==> config.mk <==
export PLATFORM = sky130hd
export DESIGN_NAME = pkt_delim_framer
export DESIGN_NICKNAME = d
export VERILOG_FILES = /design/src/rtl/pkt_delim_framer_pkg.sv /design/src/rtl/pkt_cfg_hold.sv /design/src/rtl/pkt_len_step.sv /design/src/rtl/pkt_close_detect.sv /design/src/rtl/pkt_delim_framer.sv
export SDC_FILE = /design/constraint.sdc
export NUM_CORES = 1
export LEC_CHECK = 0
export BUFFER_PORTS_ARGS = -buffer_cell sky130_fd_sc_hd__buf_4
export CAP_MARGIN = 20
export CORE_MARGIN = 4
export CORE_UTILIZATION = 55
export DETAILED_ROUTE_END_ITERATION = 6
export PLACE_DENSITY = 0.78
export SLEW_MARGIN = 5
export SYNTH_ARGS = -nofsm -noshare
export SYNTH_HDL_FRONTEND = slang
export SYNTH_SLANG_ARGS = --single-unit
==> constraint.sdc <==
create_clock -name clk -period 4 [get_ports clk]
set_input_delay 0.2 -clock clk [delete_from_list [all_inputs] [get_ports clk]]
set_output_delay 0.2 -clock clk [all_outputs]
set_load 0.02 [all_outputs]
==> src/rtl/pkt_delim_framer_pkg.sv <==
package pkt_delim_framer_pkg;

    // Default widths: a 9-bit received word and an 8-bit packet counter.
    localparam int unsigned DEF_DATA_W = 9;
    localparam int unsigned DEF_LEN_W  = 8;

endpackage

==> src/rtl/pkt_cfg_hold.sv <==
// Keeps a copy of the close-rule settings for the packet that is open.
// Capture happens on the first word of a packet. While a packet is open,
// the held copy is used instead of the live inputs.
module pkt_cfg_hold #(
    parameter int unsigned DATA_W = 9,
    parameter int unsigned LEN_W  = 8
) (
    input  logic              clk,
    input  logic              rst_n,
    input  logic              capture,
    input  logic              use_held,
    input  logic              live_delim_en,
    input  logic [DATA_W-1:0] live_delim,
    input  logic              live_len_en,
    input  logic [LEN_W-1:0]  live_len,
    output logic              eff_delim_en,
    output logic [DATA_W-1:0] eff_delim,
    output logic              eff_len_en,
    output logic [LEN_W-1:0]  eff_len
);

    typedef struct packed {
        logic              delim_en;
        logic [DATA_W-1:0] delim;
        logic              len_en;
        logic [LEN_W-1:0]  len;
    } cfg_t;

    cfg_t held_d, held_q;

    always_comb begin
        held_d = held_q;
        if (capture) begin
            held_d.delim_en = live_delim_en;
            held_d.delim    = live_delim;
            held_d.len_en   = live_len_en;
            held_d.len      = live_len;
        end
    end

    always_ff @(posedge clk) begin
        if (!rst_n) begin
            held_q <= '0;
        end else begin
            held_q <= held_d;
        end
    end

    always_comb begin
        if (use_held) begin
            eff_delim_en = held_q.delim_en;
            eff_delim    = held_q.delim;
            eff_len_en   = held_q.len_en;
            eff_len      = held_q.len;
        end else begin
            eff_delim_en = live_delim_en;
            eff_delim    = live_delim;
            eff_len_en   = live_len_en;
            eff_len      = live_len;
        end
    end

endmodule

==> src/rtl/pkt_len_step.sv <==
// Works out the packet position of an incoming word. The count saturates.
module pkt_len_step #(
    parameter int unsigned LEN_W = 8
) (
    input  logic             pkt_open,
    input  logic [LEN_W-1:0] count,
    output logic [LEN_W-1:0] next_count
);

    localparam logic [LEN_W-1:0] CNT_MAX = {LEN_W{1'b1}};
    localparam logic [LEN_W-1:0] CNT_ONE = LEN_W'(1);

    always_comb begin
        if (!pkt_open) begin
            next_count = CNT_ONE;
        end else if (count == CNT_MAX) begin
            next_count = CNT_MAX;
        end else begin
            next_count = count + CNT_ONE;
        end
    end

endmodule

==> src/rtl/pkt_close_detect.sv <==
// Decides whether a word closes its packet. Either rule may close it.
module pkt_close_detect #(
    parameter int unsigned DATA_W = 9,
    parameter int unsigned LEN_W  = 8
) (
    input  logic              delim_en,
    input  logic [DATA_W-1:0] delim,
    input  logic              len_en,
    input  logic [LEN_W-1:0]  len_limit,
    input  logic [DATA_W-1:0] word,
    input  logic [LEN_W-1:0]  position,
    output logic              framing,
    output logic              close
);

    logic hit_delim;
    logic hit_len;

    always_comb begin
        framing   = delim_en | len_en;
        hit_delim = delim_en && (word == delim);
        // A limit of zero is reached as soon as position one is.
        hit_len   = len_en && (position >= len_limit);
        close     = hit_delim | hit_len;
    end

endmodule

==> src/rtl/pkt_delim_framer.sv <==
module pkt_delim_framer
    import pkt_delim_framer_pkg::*;
#(
    parameter int unsigned DATA_W = DEF_DATA_W,
    parameter int unsigned LEN_W  = DEF_LEN_W
) (
    input  logic              clk,
    input  logic              rst_n,
    input  logic              in_valid,
    input  logic [DATA_W-1:0] in_data,
    input  logic              cfg_delim_en,
    input  logic [DATA_W-1:0] cfg_delim,
    input  logic              cfg_len_en,
    input  logic [LEN_W-1:0]  cfg_len,
    output logic              out_valid,
    output logic [DATA_W-1:0] out_data,
    output logic              out_sop,
    output logic              out_eop,
    output logic [LEN_W-1:0]  out_len
);

    typedef struct packed {
        logic              pkt_open;
        logic [LEN_W-1:0]  count;
        logic              o_valid;
        logic [DATA_W-1:0] o_data;
        logic              o_sop;
        logic              o_eop;
        logic [LEN_W-1:0]  o_len;
    } state_t;

    state_t st_d, st_q;

    logic              eff_delim_en;
    logic [DATA_W-1:0] eff_delim;
    logic              eff_len_en;
    logic [LEN_W-1:0]  eff_len;
    logic [LEN_W-1:0]  next_count;
    logic              framing;
    logic              close;
    logic              capture;

    assign capture = in_valid && !st_q.pkt_open;

    pkt_cfg_hold #(.DATA_W(DATA_W), .LEN_W(LEN_W)) u_cfg (
        .clk           (clk),
        .rst_n         (rst_n),
        .capture       (capture),
        .use_held      (st_q.pkt_open),
        .live_delim_en (cfg_delim_en),
        .live_delim    (cfg_delim),
        .live_len_en   (cfg_len_en),
        .live_len      (cfg_len),
        .eff_delim_en  (eff_delim_en),
        .eff_delim     (eff_delim),
        .eff_len_en    (eff_len_en),
        .eff_len       (eff_len)
    );

    pkt_len_step #(.LEN_W(LEN_W)) u_step (
        .pkt_open   (st_q.pkt_open),
        .count      (st_q.count),
        .next_count (next_count)
    );

    pkt_close_detect #(.DATA_W(DATA_W), .LEN_W(LEN_W)) u_close (
        .delim_en  (eff_delim_en),
        .delim     (eff_delim),
        .len_en    (eff_len_en),
        .len_limit (eff_len),
        .word      (in_data),
        .position  (next_count),
        .framing   (framing),
        .close     (close)
    );

    always_comb begin
        st_d         = st_q;
        st_d.o_valid = in_valid;
        st_d.o_sop   = 1'b0;
        st_d.o_eop   = 1'b0;
        if (in_valid) begin
            st_d.o_data = in_data;
            if (framing) begin
                st_d.o_sop = !st_q.pkt_open;
                st_d.o_eop = close;
                st_d.o_len = next_count;
                if (close) begin
                    st_d.pkt_open = 1'b0;
                    st_d.count    = '0;
                end else begin
                    st_d.pkt_open = 1'b1;
                    st_d.count    = next_count;
                end
            end else begin
                st_d.o_len = '0;
            end
        end
    end

    always_ff @(posedge clk) begin
        if (!rst_n) begin
            st_q <= '0;
        end else begin
            st_q <= st_d;
        end
    end

    assign out_valid = st_q.o_valid;
    assign out_data  = st_q.o_data;
    assign out_sop   = st_q.o_sop;
    assign out_eop   = st_q.o_eop;
    assign out_len   = st_q.o_len;

endmodule

After elaboration in Yosys (flattened, before gate mapping)
Cells that the tools add are included.

Register bits after elaboration: 48. Input port bits: 31. Output and inout port bits: 20. Word-level logic and storage cells: 31.

Add/sub/neg operators: 1. Magnitude comparators: 1. Eq/ne operators: 2. Multiplexer cells: 8. Bitwise operators: 2. Reductions and logical operators: 6.

Operators with widths (count): 8-bit two-way mux (4); 9-bit two-way mux (2); 9-bit == test (1); 8-bit by 1-bit adder with 8-bit output (second input constant) (1); 8-bit == test (second input constant) (1); 8-bit greater-or-equal comparator (1); 1-bit logical AND (3); 3-bit AND reduction (1); 1-bit two-way mux (2); 1-bit bitwise OR (2); 2-bit AND reduction (1); 1-bit zero test (1).

Longest topological paths before layout
Gate-level depths: netlist of run 1.

Depth after elaboration: 7. Mapped depth: 12. Mapped depth without buffers: 12.

Hierarchy
A second synthesis of run 1 with hierarchy kept.

Cells, all modules: 279. Area total of the unflattened synthesis: 2854.0 µm².

By module, submodules not included: pkt_delim_framer (times used 1, cells an instance 129, area each 1318.8 µm², sequential area each 580.6 µm²); pkt_cfg_hold (times used 1, cells an instance 81, area each 1007.2 µm², sequential area each 380.4 µm²); pkt_close_detect (times used 1, cells an instance 40, area each 319.1 µm², sequential area each 0.0 µm²); pkt_len_step (times used 1, cells an instance 29, area each 209.0 µm², sequential area each 0.0 µm²).

Worst setup path before layout of run 1
Ideal clock, no wire load.

Kind: register to register. Start: register st_q[20] (netlist name). End: register st_q[20] (netlist name). Setup time: 0.103 ns. Arrival: 2.928 ns. Required time: 3.897 ns. Path slack: 0.968 ns. Cell stages (with the launch flop): 12. Buffers on the path: 0. Period minus slack after synthesis: 3.032 ns. Cells stage by stage: dfxtp_1 ha_1 and3_1 nand4_1 and3_1 ha_1 nand2b_1 a2111oi_0 nor4_1 a211oi_2 a21oi_4 a2111oi_2.

Longest elaborated chain between the ends: 7. Elaborated cells between the ends (all ways): 8. Those cells by class: add/sub (1); order compare (1); eq/ne (1); mux (3); bitwise (1); reduce/logical (1).

Ends and longest elaborated chain: start, declared (line pkt_delim_framer.sv:32) `state_t st_d, st_q;`; start signal, assigned (line pkt_delim_framer.sv:105) `st_q <= st_d;`; 8-bit by 1-bit adder with 8-bit output or 8-bit == test (tied branches) (line pkt_len_step.sv:19, pkt_len_step.sv:16); 8-bit two-way mux * (line pkt_len_step.sv:16) `end else if (count == CNT_MAX) begin`; 8-bit two-way mux * (line pkt_len_step.sv:14) `if (!pkt_open) begin`; 8-bit greater-or-equal comparator (line pkt_close_detect.sv:23) `hit_len = len_en && (position >= len_limit);`; 1-bit logical AND (line pkt_close_detect.sv:23); 1-bit bitwise OR (line pkt_close_detect.sv:24) `close = hit_delim | hit_len;`; 9-bit two-way mux * (line pkt_delim_framer.sv:88) `if (close) begin`.

Every way passes the cells marked *; elsewhere a longest branch is shown, timed or not. A chain may end at the register's enable or synchronous reset.

Worst setup path after layout of run 1
Ends and elaborated chain as after synthesis.

==> out/summary.txt, run 1 <==
result of the run = finished, final reports clean
number of H-tree levels = 2
critical setup path kind = flip-flop to flip-flop
Clock Tree Root = sky130_fd_sc_hd__clkbuf_8
largest net degree at the start of global routing = 47
met2 Track Usage GR = 32.69%
clock tree from TritonCTS = yes
top fanout value on the critical path = 9
height of the die = 75.66 um
post-layout net count = 362
per-cell via count in the routed design = 5.555
layout overhead on the synthesized area = 15.06%
core region area = 4384 um2
CTS Sinks = 48
Mapped Cells = 293
number of antenna violations at the first check in global routing = 0
Internal Dissipation = 0.7682 mW
classification of the worst-slack hold path = input port to flip-flop
worst reg-to-reg path cell count = 11
relative contribution of combinational cells to total power = 17.7%
reg2reg setup slack = 600 ps
Die Outline Area = 5724 um2
reg2reg end = st_q[20]
Worst Hold Depth = 2
Routed wire per std cell = 14.03 um
clock latency on the worst-skew pair = 300 ps
gr busiest metal = met2
gr ovfl total = 0
Hold Buf Count CTS = 0
met1 Resource Use GR = 26.28%
share of the clock period used by the worst path = 84.91%
sort of element at the end of the critical path = flip-flop
beginning of the worst hold path = rst_n
Setup-failing EPs final = 0
total setup buffers inserted after CTS = 0
register area share after synthesis = 38.17%
Critical Path Start Type = flip-flop
fmax = 0.2944 GHz
met3 Resource Use GR = 3.694%
total wirelength of the detailed-routed design = 5.263 mm
switch share = 26.77%
register bit total from synthesis = 48
top cell type by total area after synthesis = sky130_fd_sc_hd__dfxtp_1
vias after detailed routing = 2,083
number of core rows = 24
ratio of cells with drive above 1 in the final layout = 21.36%
number of antenna cells inserted = 0
Arr. time, crit path = 3600 ps
VDD IR-drop max = 0.0002311 V
number of routed nets with antenna violations = 0
Net Count, Synth = 333
count of pins over their slew limit = 0
overall track demand over capacity in global routing = 19.77%
count of unique library cells instantiated by Yosys = 41
initial core utilization = 57.42%
Area contributors post-synth = sky130_fd_sc_hd__dfxtp_1, sky130_fd_sc_hd__mux2i_1, sky130_fd_sc_hd__nand2_1, sky130_fd_sc_hd__a21oi_1, sky130_fd_sc_hd__buf_4
number of I/O port buffers = 50
net switching power = 0.2808 mW
CTS buffer count = 5
clock transition at the register clock pins on the worst setup and hold paths after CTS = 90 ps
setup TNS = 0 ps
setup repair after global routing missed its margin = false
wire length of the first global-routing pass = 8.763 mm
pwr dens = 362.2 nW/um2
crit path time final = 3396 ps
total count of hold-check failures in the final report = 0
Post-Synthesis Mean Instance Area = 8.592 um2
endpoint with the worst hold slack = out_len[7]
DRT Pass-1 Iters = 6
sequential cell fraction of total power = 48.9%
Synth Warn # = 0
residual DRC count = 0
number of gates given a new drive strength after cts = 0
final weighted congestion of routability-driven global placement = 0.8351
Yosys top cell area share = 38.17%
placed wire-length estimate = 3.698 mm
starting DRC count in detailed routing = 132
source of the worst register-to-register timing path = st_q[20]
buffer levels on the longest clock path = 2
post-synthesis instance area = 2517 um2
IO Count = 51
smallest hold slack = 118.5 ps
Least-Margin Pin Slew = 795.5 ps
clock power share = 33.4%
number of violations of the max-capacitance limit = 0
Worst EP required = 4200 ps
leakage power of the design = 1.197 nW
worst clock skew = 5.533 ps
worst slew margin relative to its limit = 46.89%
vias in the first global route = 1,956
width of the die = 75.66 um
cell usage in the layout, fill, tap and decap left out, drive strengths merged, types with 6 or more instances in the layout:
master and count:
clkbuf 6, a21oi 33, a21boi 6, nand2 51
mux2i 25, dfxtp 48, nand3 6, buf 53
xnor2 9, nor2 23, ha 9, inv 6
cells by family (layout without fill, tap and decap cells):
family	after synthesis	after routing	synth area share [%]
AND/OR/NAND/NOR	99	99	17.15
AO/OA/AOI/OAI	60	60	16.55
flip-flops	48	48	38.17
buffers and inverters	38	68	8.648
multiplexers	27	27	10.83
XOR/XNOR	12	12	4.175
adder cells (fa/ha/maj)	9	9	4.473
through the flow:
step	util, %	cell area (um2)	cells	worst slack, ps	total power [mW]
3_5_place_dp	63.61	2789	367	651.7	0.7113
2_1_floorplan	-	2517	293	968.2	0.6554
5_1_grt	66.07	2897	375	320.5	1.098
6_report	66.07	2897	375	603.8	1.049
4_1_cts	66.07	2897	375	611.7	1.057
3_3_place_gp	63.61	2789	367	726.5	0.7057
state kept, by name, summed over array words and instances (netlist names):
register / cells
out_valid: 1
st_q: 9
u_cfg.held_q: 19
out_sop: 1
out_data: 9
out_eop: 1
out_len: 8
layer usage:
metal / wire length [um] / share of wire [%]
met1: 2328 / 44
met2: 2588 / 49
met3: 281 / 5.3
met4: 64 / 1.2
met5: 0 / 0
layout make-up:
cell class / count / area, um2
clock inverter: 2 / 35.03
tap: 52 / 65.06
sequential: 48 / 960.9
clock buffer: 6 / 72.57
fill: 391 / 1488
timing repair buffer: 53 / 397.9
multi-input combinational: 207 / 1339
inverter: 7 / 26.28
how the worst max path moves through the flow:
stage,start,end,slack [ps],depth (start not counted)
2_1_floorplan,st_q[20],st_q[20],970,11
4_1_cts,st_q[20],st_q[20],610,11
3_5_place_dp,st_q[20],st_q[20],650,11
5_1_grt,st_q[20],st_q[20],320,11
6_report,st_q[20],st_q[20],600,11
3_3_place_gp,st_q[20],st_q[20],730,11
cells in the mapped netlist, drive strengths merged:
| library cell | instances |
|---|---|
| and3 | 2 |
| o21a | 1 |
| a211oi | 3 |
| xnor2 | 9 |
| o311ai | 1 |
| a22oi | 2 |
| buf | 23 |
| nand4 | 2 |
| inv | 6 |
| a2111oi | 4 |
| nor3 | 3 |
| o311a | 1 |
| clkinv | 1 |
| o21ai | 5 |
| nand3 | 6 |
| nand2b | 2 |
| a21boi | 6 |
| dfxtp | 48 |
| clkbuf | 8 |
| and4 | 1 |
| nor4 | 4 |
| o31a | 1 |
| o211ai | 1 |
| a22o | 1 |
| o32a | 1 |
| xor2 | 3 |
| ha | 9 |
| and2 | 5 |
| a21oi | 33 |
| mux2 | 2 |
| nand2 | 51 |
| nor2 | 23 |
| mux2i | 25 |
power by group through the flow:
stage	registers, mW	clock network, mW	logic [mW]
2_1_floorplan	0.521	0	0.134
3_3_place_gp	0.524	0	0.182
3_5_place_dp	0.525	0	0.186
4_1_cts	0.514	0.356	0.188
5_1_grt	0.516	0.375	0.207
6_report	0.513	0.350	0.186
critical path, cell delays in order (launching register included):
cell	delay, ps
sky130_fd_sc_hd__dfxtp_1	380
sky130_fd_sc_hd__ha_1	270
sky130_fd_sc_hd__and3_1	230
sky130_fd_sc_hd__nand4_1	300
sky130_fd_sc_hd__and3_1	360
sky130_fd_sc_hd__ha_1	300
sky130_fd_sc_hd__nand2b_1	140
sky130_fd_sc_hd__a2111oi_0	380
sky130_fd_sc_hd__nor4_1	120
sky130_fd_sc_hd__a211oi_2	320
sky130_fd_sc_hd__a21oi_4	160
sky130_fd_sc_hd__a2111oi_2	330
No activity file was read; power rests on OpenSTA's default activity.
==> run 2, diff against run 1 <==
Settings changed: ABC_AREA from default to 1, CORE_UTILIZATION 55 to 50, PLACE_DENSITY 0.78 to 0.74.
Clock period 4 ns to 2.9 ns, I/O delays scaled along.
==> run 2 against run 1 <==
Net effect:
- worst setup slack worse by 37 ps
- count of clock-buffer cells in the layout down 1
- clock skew up 4.6 ps
- via count up 15%
- global-route usage down 1.6 points
- design area up 6.9%
- sequential cell count unchanged
- die area up 18%
- sequential power up 39%
- hold slack worse by 45 ps
- critical endpoint is now out_eop
==> out/summary.txt, run 2 <==
count of unique library cells instantiated by Yosys = 35 (was 41)
top fanout value on the critical path = 9 (unchanged)
ratio of cells with drive above 1 in the final layout = 19.28% (was 21.36%)
Area contributors post-synth = sky130_fd_sc_hd__dfxtp_1, sky130_fd_sc_hd__nand2_1, sky130_fd_sc_hd__o21ai_0, sky130_fd_sc_hd__a21oi_1, sky130_fd_sc_hd__nor2_1 (was sky130_fd_sc_hd__dfxtp_1, sky130_fd_sc_hd__mux2i_1, sky130_fd_sc_hd__nand2_1, sky130_fd_sc_hd__a21oi_1, sky130_fd_sc_hd__buf_4)
per-cell via count in the routed design = 4.944 (was 5.555)
largest net degree at the start of global routing = 39 (was 47)
Largest register FFs = 19 (unchanged)
Post-Synthesis Mean Instance Area = 7.026 um2 (was 8.592 um2)
classification of the worst-slack hold path = input port to flip-flop (unchanged)
layout overhead on the synthesized area = 12.97% (was 15.06%)
vias after detailed routing = 2,398 (was 2,083)
setup repair after global routing missed its margin = false (unchanged)
number of antenna cells inserted = 0 (unchanged)
most frequent cells after synthesis = sky130_fd_sc_hd__nand2_1, sky130_fd_sc_hd__dfxtp_1, sky130_fd_sc_hd__nor2_1 (was sky130_fd_sc_hd__nand2_1, sky130_fd_sc_hd__dfxtp_1, sky130_fd_sc_hd__a21oi_1)
register bit total from synthesis = 48 (unchanged)
placed wire-length estimate = 4.149 mm (was 3.698 mm)
net switching power = 0.4084 mW (was 0.2808 mW)
core region area = 5205 um2 (was 4384 um2)
result of the run = finished, final reports clean (unchanged)
buffer levels on the longest clock path = 2 (unchanged)
Critical Path Start Type = flip-flop (unchanged)
total count of hold-check failures in the final report = 0 (unchanged)
Setup-failing EPs final = 0 (unchanged)
pwr dens = 501.0 nW/um2 (was 362.2 nW/um2)
number of I/O port buffers = 50 (unchanged)
Synth async-reset ratio = 0% (unchanged)
CTS Sinks = 48 (unchanged)
final std cells w/o fill = 485 (was 375)
width of the die = 82.03 um (was 75.66 um)
number of H-tree levels = 2 (unchanged)
height of the die = 82.03 um (was 75.66 um)
Worst path max stage delay = 380 ps (about the same)
Synth Warn # = 0 (unchanged)
worst clock skew = 10.10 ps (was 5.533 ps)
fillers = 508 (was 391)
residual DRC count = 0 (unchanged)
endpoint of the most critical setup path = out_eop (was st_q[20])
leakage power of the design = 1.521 nW (was 1.197 nW)
Internal Dissipation = 1.142 mW (was 0.7682 mW)
final weighted congestion of routability-driven global placement = 0.8260 (was 0.8351)
worst slew margin relative to its limit = 68.88% (was 46.89%)
Yosys top cell area share = 35.07% (was 38.17%)
count of pins over their slew limit = 0 (unchanged)
Die Outline Area = 6729 um2 (was 5724 um2)
sort of element at the end of the critical path = flip-flop (unchanged)
clock power share = 36.1% (was 33.4%)
number of antenna violations at the first check in global routing = 0 (unchanged)
register area share after synthesis = 35.07% (was 38.17%)
Net Count, Synth = 430 (was 333)
initial core utilization = 52.64% (was 57.42%)
most used cells in the layout excluding fill and tap cells = sky130_fd_sc_hd__nand2_1, sky130_fd_sc_hd__buf_4, sky130_fd_sc_hd__dfxtp_1 (was sky130_fd_sc_hd__buf_4, sky130_fd_sc_hd__nand2_1, sky130_fd_sc_hd__dfxtp_1)
reg2reg setup slack = 570 ps (was 600 ps)
critical setup path kind = flip-flop to flip-flop (unchanged)
cell repeated most along the worst path = sky130_fd_sc_hd__nand2_1
DRT Pass-1 Iters = 4 (was 6)
Post-synth EDFFs = 0 (unchanged)
setup TNS = 0 ps (unchanged)
source of the worst register-to-register timing path = st_q[20] (unchanged)
sequence of cells on the critical path = ha_1, nand2_1, inv_1, nand4_4, o21ai_2, nand2_1, inv_1, ha_1, a21oi_1, nor2_1, nor3_1, nand2_1, nand2_1, nand2_4, nand2_1, nor2_1 (was ha_1, and3_1, nand4_1, and3_1, ha_1, nand2b_1, a2111oi_0, nor4_1, a211oi_2, a21oi_4, a2111oi_2)
number of routed nets with antenna violations = 0 (unchanged)
flip-flop cell with the highest count after synthesis = sky130_fd_sc_hd__dfxtp_1 (unchanged)
Worst EP required = 3080 ps (was 4200 ps)
number of core rows = 26 (was 24)
worst reg-to-reg path cell count = 16 (was 11)
total power = 1.551 mW (was 1.049 mW)
switch share = 26.33% (was 26.77%)
Hold Buf Count CTS = 0 (unchanged)
gr ovfl total = 0 (unchanged)
top cell type by total area after synthesis = sky130_fd_sc_hd__dfxtp_1 (unchanged)
VDD IR-drop max = 0.0003866 V (was 0.0002311 V)
wire length of the first global-routing pass = 9.680 mm (was 8.763 mm)
Clock Tree Root = sky130_fd_sc_hd__clkbuf_8 (unchanged)
clock latency on the worst-skew pair = 300 ps (about the same)
clock tree from TritonCTS = yes (unchanged)
clock transition at the register clock pins on the worst setup and hold paths after CTS = 90 ps (about the same)
Inst Count DP = 478 (was 367)
slowest stage cell, crit path = sky130_fd_sc_hd__dfxtp_1 (unchanged)
number of violations of the max-capacitance limit = 0 (unchanged)
register name with the most flops = u_cfg.held_q (unchanged)
IO Count = 51 (unchanged)
Routed wire per std cell = 11.86 um (was 14.03 um)
total wirelength of the detailed-routed design = 5.752 mm (was 5.263 mm)
overall track demand over capacity in global routing = 18.14% (was 19.77%)
crit path time final = 2333 ps (was 3396 ps)
smallest hold slack = 73.60 ps (was 118.5 ps)
most common cell after layout, fill and taps aside = sky130_fd_sc_hd__nand2_1 (was sky130_fd_sc_hd__buf_4)
most repeated cell in the gate-level netlist after synthesis = sky130_fd_sc_hd__nand2_1 (unchanged)
post-synthesis instance area = 2740 um2 (was 2517 um2)
share of the clock period used by the worst path = 80.44% (was 84.91%)
vias in the first global route = 2,192 (was 1,956)
CTS buffer count = 5 (unchanged)
fmax = 0.4287 GHz (was 0.2944 GHz)
number of gates given a new drive strength after cts = 0 (unchanged)
Arr. time, crit path = 2520 ps (was 3600 ps)
start point of the critical path = st_q[20] (unchanged)
reg2reg end = out_eop (was st_q[20])
Mapped Cells = 390 (was 293)
post-layout net count = 455 (was 362)
total setup buffers inserted after CTS = 0 (unchanged)
sequential cell fraction of total power = 46.0% (was 48.9%)
starting DRC count in detailed routing = 173 (was 132)
relative contribution of combinational cells to total power = 17.9% (was 17.7%)
Least-Margin Pin Slew = 466.3 ps (was 795.5 ps)
run 2: worst max-delay path, delay by kind of cell (launching register included):
family	cells	cell delay, ps
AND/OR/NAND/NOR	10	930
AO/OA/AOI/OAI	2	250
buffers and inverters	2	230
adder cells (fa/ha/maj)	2	430
flip-flops	1	380
run 2: power by group through the flow:
stage / Sequential, mW / Clock [mW] / Combinational (mW)
2_1_floorplan: 0.727 / 0 / 0.215
5_1_grt: 0.720 / 0.592 / 0.316
3_5_place_dp: 0.729 / 0 / 0.277
4_1_cts: 0.714 / 0.570 / 0.279
6_report: 0.714 / 0.559 / 0.277
3_3_place_gp: 0.728 / 0 / 0.273
run 2: stage by stage:
stage | worst slack, ps | utilization, % | area, um2
after floorplan | 782.9 | - | 2740
after global placement | 617.0 | 57.00 | 2967
after detailed placement | 578.9 | 57.00 | 2967
after CTS | 553.7 | 59.47 | 3095
after global routing | 180.2 | 59.47 | 3095
final | 567.2 | 59.47 | 3095
run 2: worst min-delay path by stage:
stage | from | endpoint | slack [ps] | cells after the start
floorplan | cfg_delim[2] | u_cfg.held_q[11] | 280 | 2
global placement | cfg_len[3] | u_cfg.held_q[3] | 380 | 3
detailed placement | cfg_delim[0] | u_cfg.held_q[9] | 390 | 3
CTS | cfg_delim[0] | u_cfg.held_q[9] | 70 | 3
global route | cfg_delim[0] | u_cfg.held_q[9] | 90 | 3
finish | cfg_delim[0] | u_cfg.held_q[9] | 70 | 3
run 2: cells by family (layout without fill, tap and decap cells):
group           Yosys count  after routing  synth area share, %
simple gates            178            178                28.68
mux                       4              4                1.461
xor+xnor                  2              2               0.6394
compound gates           77             77                15.39
fa+ha+maj                 9              9                4.110
buf+inv                  72             97                14.66
flops                    48             48                35.07
run 2: metal layers:
metal / vias up / global-route usage (%) / share of wire [%]
met5: - / 0 / 0
met4: 0 / 4.485 / 0.90
met3: 5 / 3.289 / 5.6
met2: 51 / 27.95 / 42
met1: 1062 / 26.08 / 51
li1: 1280 / - / -
run 2: final cells by class:
| cell class | instances | area (um2) | area share (%) |
|---|---|---|---|
| clock buffer | 5 | 68.82 | 2.223 |
| clock inverter | 2 | 60.06 | 1.940 |
| inverter | 38 | 150.1 | 4.850 |
| multi-input combinational | 270 | 1378 | 44.50 |
| sequential | 48 | 960.9 | 31.04 |
| tap | 70 | 87.58 | 2.829 |
| timing repair buffer | 52 | 390.4 | 12.61 |
==> run 3, diff against run 2 <==
Settings changed: ABC_AREA 1 to 0, CORE_UTILIZATION 50 to 55, PLACE_DENSITY 0.74 to 0.78.
Clock period 2.9 ns to 2.3 ns, I/O delays scaled along.
==> run 3 against run 2 <==
Net effect:
- the run now ends with setup timing left
- critical path depth shrank 3
- worst setup slack lost 1100 ps
- clock skew is essentially flat
- sequential power grew 25%
- total power grew 26%
- clock power grew 19%
- hold slack lost 39 ps
- maximum frequency shrank 16%
- first-iteration DRC count shrank 12%
- design area grew 7.8%
- largest power group unchanged
==> out/summary.txt, run 3 (synthesis gave the netlist of run 1 again) <==
result of the run = finished with violations (was finished, final reports clean)
violations in the final reports = setup timing
post-layout net count = 397 (was 455)
source of the worst register-to-register timing path = st_q[21] (was st_q[20])
Worst Hold Depth = 2 (was 3)
share of the clock period used by the worst path = 121.3% (was 80.44%)
DRT Pass-1 Iters = 4 (unchanged)
ratio of cells with drive above 1 in the final layout = 34.64% (was 19.28%)
overall track demand over capacity in global routing = 23.15% (was 18.14%)
Arr. time, crit path = 2990 ps (was 2520 ps)
per-cell via count in the routed design = 5.483 (was 4.944)
setup TNS = -3957 ps (was 0 ps)
placed wire-length estimate = 4.195 mm (was 4.149 mm)
clock tree from TritonCTS = yes (unchanged)
Die Outline Area = 5724 um2 (was 6729 um2)
CTS buffer count = 5 (unchanged)
Critical Path Start Type = flip-flop (unchanged)
number of antenna cells inserted = 0 (unchanged)
beginning of the worst hold path = rst_n (was cfg_delim[0])
number of routed nets with antenna violations = 0 (unchanged)
most used cells in the layout excluding fill and tap cells = sky130_fd_sc_hd__buf_4, sky130_fd_sc_hd__nand2_1, sky130_fd_sc_hd__dfxtp_1 (was sky130_fd_sc_hd__nand2_1, sky130_fd_sc_hd__buf_4, sky130_fd_sc_hd__dfxtp_1)
endpoint with the worst hold slack = out_len[7] (was u_cfg.held_q[9])
clock transition at the register clock pins on the worst setup and hold paths after CTS = 90 ps (about the same)
Largest register FFs = 19 (unchanged)
starting DRC count in detailed routing = 153 (was 173)
wire length of the first global-routing pass = 10.20 mm (was 9.680 mm)
CTS Sinks = 48 (unchanged)
reg2reg setup slack = -490 ps (was 570 ps)
largest net degree at the start of global routing = 47 (was 39)
IO Count = 51 (unchanged)
number of I/O port buffers = 50 (unchanged)
number of violations of the max-capacitance limit = 0 (unchanged)
worst slew margin relative to its limit = 41.00% (was 68.88%)
vias after detailed routing = 2,248 (was 2,398)
worst reg-to-reg path cell count = 13 (was 16)
total wirelength of the detailed-routed design = 6.297 mm (was 5.752 mm)
residual DRC count = 0 (unchanged)
worst clock skew = 10.37 ps (was 10.10 ps)
initial core utilization = 57.42% (was 52.64%)
Clock Tree Root = sky130_fd_sc_hd__clkbuf_8 (unchanged)
pwr dens = 584.4 nW/um2 (was 501.0 nW/um2)
layout overhead on the synthesized area = 32.55% (was 12.97%)
critical setup path kind = flip-flop to flip-flop (unchanged)
height of the die = 75.66 um (was 82.03 um)
clock latency on the worst-skew pair = 300 ps (about the same)
Routed wire per std cell = 15.36 um (was 11.86 um)
cell area after layout = 3337 um2 (was 3095 um2)
Hold Buf Count CTS = 0 (unchanged)
Setup WS post-layout = -490.4 ps (was 567.2 ps)
total power = 1.950 mW (was 1.551 mW)
slowest stage cell, crit path = sky130_fd_sc_hd__dfxtp_2 (was sky130_fd_sc_hd__dfxtp_1)
final weighted congestion of routability-driven global placement = 0.8210 (was 0.8260)
core region area = 4384 um2 (was 5205 um2)
buffering stage count on the worst path with inverters included = 2 (unchanged)
total count of hold-check failures in the final report = 0 (unchanged)
post-route core utilization = 76.11% (was 59.47%)
classification of the worst-slack hold path = input port to flip-flop (unchanged)
most common cell after layout, fill and taps aside = sky130_fd_sc_hd__buf_4 (was sky130_fd_sc_hd__nand2_1)
register name with the most flops = u_cfg.held_q (unchanged)
width of the die = 75.66 um (was 82.03 um)
VDD IR-drop max = 0.0003720 V (was 0.0003866 V)
sort of element at the end of the critical path = flip-flop (unchanged)
family of cells with the greatest summed delay on the critical path = simple AND/OR/NAND/NOR gates (unchanged)
Placed Instance Area = 3077 um2 (was 2967 um2)
Worst EP required = 2500 ps (was 3080 ps)
Worst path max stage delay = 370 ps (was 380 ps)
fmax = 0.3584 GHz (was 0.4287 GHz)
number of H-tree levels = 2 (unchanged)
Least-Margin Pin Slew = 883.7 ps (was 466.3 ps)
count of pins over their slew limit = 0 (unchanged)
Setup-failing EPs final = 10 (was 0)
sequence of cells on the critical path = ha_4, and3_4, nand4_1, buf_6, and3_4, ha_4, nand2b_4, a2111oi_4, nor4_2, a211oi_2, buf_4, a21oi_4, nor4_1 (was ha_1, nand2_1, inv_1, nand4_4, o21ai_2, nand2_1, inv_1, ha_1, a21oi_1, nor2_1, nor3_1, nand2_1, nand2_1, nand2_4, nand2_1, nor2_1)
crit path time final = 2790 ps (was 2333 ps)
reg2reg end = st_q[22] (was out_eop)
final std cells w/o fill = 410 (was 485)
leakage power of the design = 1.391 nW (was 1.521 nW)
top fanout value on the critical path = 9 (unchanged)
buffer levels on the longest clock path = 2 (unchanged)
number of core rows = 24 (was 26)
setup repair after global routing missed its margin = true (was false)
number of antenna violations at the first check in global routing = 0 (unchanged)
gr ovfl total = 0 (unchanged)
vias in the first global route = 2,219 (was 2,192)
Inst Count DP = 396 (was 478)
==> run 3: changes by cell type in the layout (fill, tap and decap cells not counted), sizes merged, moves of 5 or more <==
cell / previous run / this run
nand2: 108 / 51
a21boi: 0 / 6
a21oi: 39 / 34
mux2i: 4 / 25
and2: 0 / 5
o21ai: 36 / 5
inv: 38 / 6
nor2: 41 / 23
nand3: 21 / 6
buf: 52 / 87
xnor2: 1 / 9
==> run 3: layout make-up <==
| type | instances | area (um2) |
|---|---|---|
| inverter | 7 | 26.28 |
| tap | 52 | 65.06 |
| timing repair buffer | 87 | 656.9 |
| clock buffer | 7 | 96.34 |
| fill | 316 | 1047 |
| multi-input combinational | 208 | 1499 |
| clock inverter | 1 | 30.03 |
| sequential | 48 | 963.4 |
==> run 3: worst max-delay path by stage <==
stage	start	endpoint	slack, ps	cells after the start
2_1_floorplan	st_q[20]	st_q[20]	-230	11
3_3_place_gp	st_q[21]	st_q[20]	-230	12
3_5_place_dp	st_q[21]	st_q[26]	-290	12
4_1_cts	st_q[21]	st_q[28]	-290	14
5_1_grt	st_q[21]	st_q[22]	-570	13
6_report	st_q[21]	st_q[22]	-490	13
==> run 3: per-stage QoR <==
stage | worst slack (ps) | hold slack (ps)
finish | -490.4 | 34.45
CTS | -285.8 | 24.21
global route | -569.3 | 32.40
detailed placement | -288.6 | 345.3
global placement | -232.8 | 343.2
floorplan | -227.5 | 236.7
==> run 3: report_power, final <==
| part | leakage (nW) | total (mW) | internal (mW) | switching [mW] |
|---|---|---|---|---|
| sequential | 0.394 | 0.892 | 0.870 | 0.0219 |
| combinational | 0.933 | 0.391 | 0.183 | 0.208 |
| clock | 0.0645 | 0.668 | 0.384 | 0.284 |
| total | 1.39 | 1.95 | 1.44 | 0.513 |
==> run 3: repair_timing <==
item,CTS,global route
gates resized for setup,6,16
setup buffers,3,3
pin swaps,4,4
cloned,1,0
endpoints found under the setup margin,10,10
==> run 3: routing by layer <==
layer  track usage (%)  vias up  share of wire (%)
li1                  -     1120                  -
met5                 0        -                  0
met3             5.277        8                3.8
met4             8.350        0                1.4
met2             37.78       44                 50
met1             29.93     1076                 45
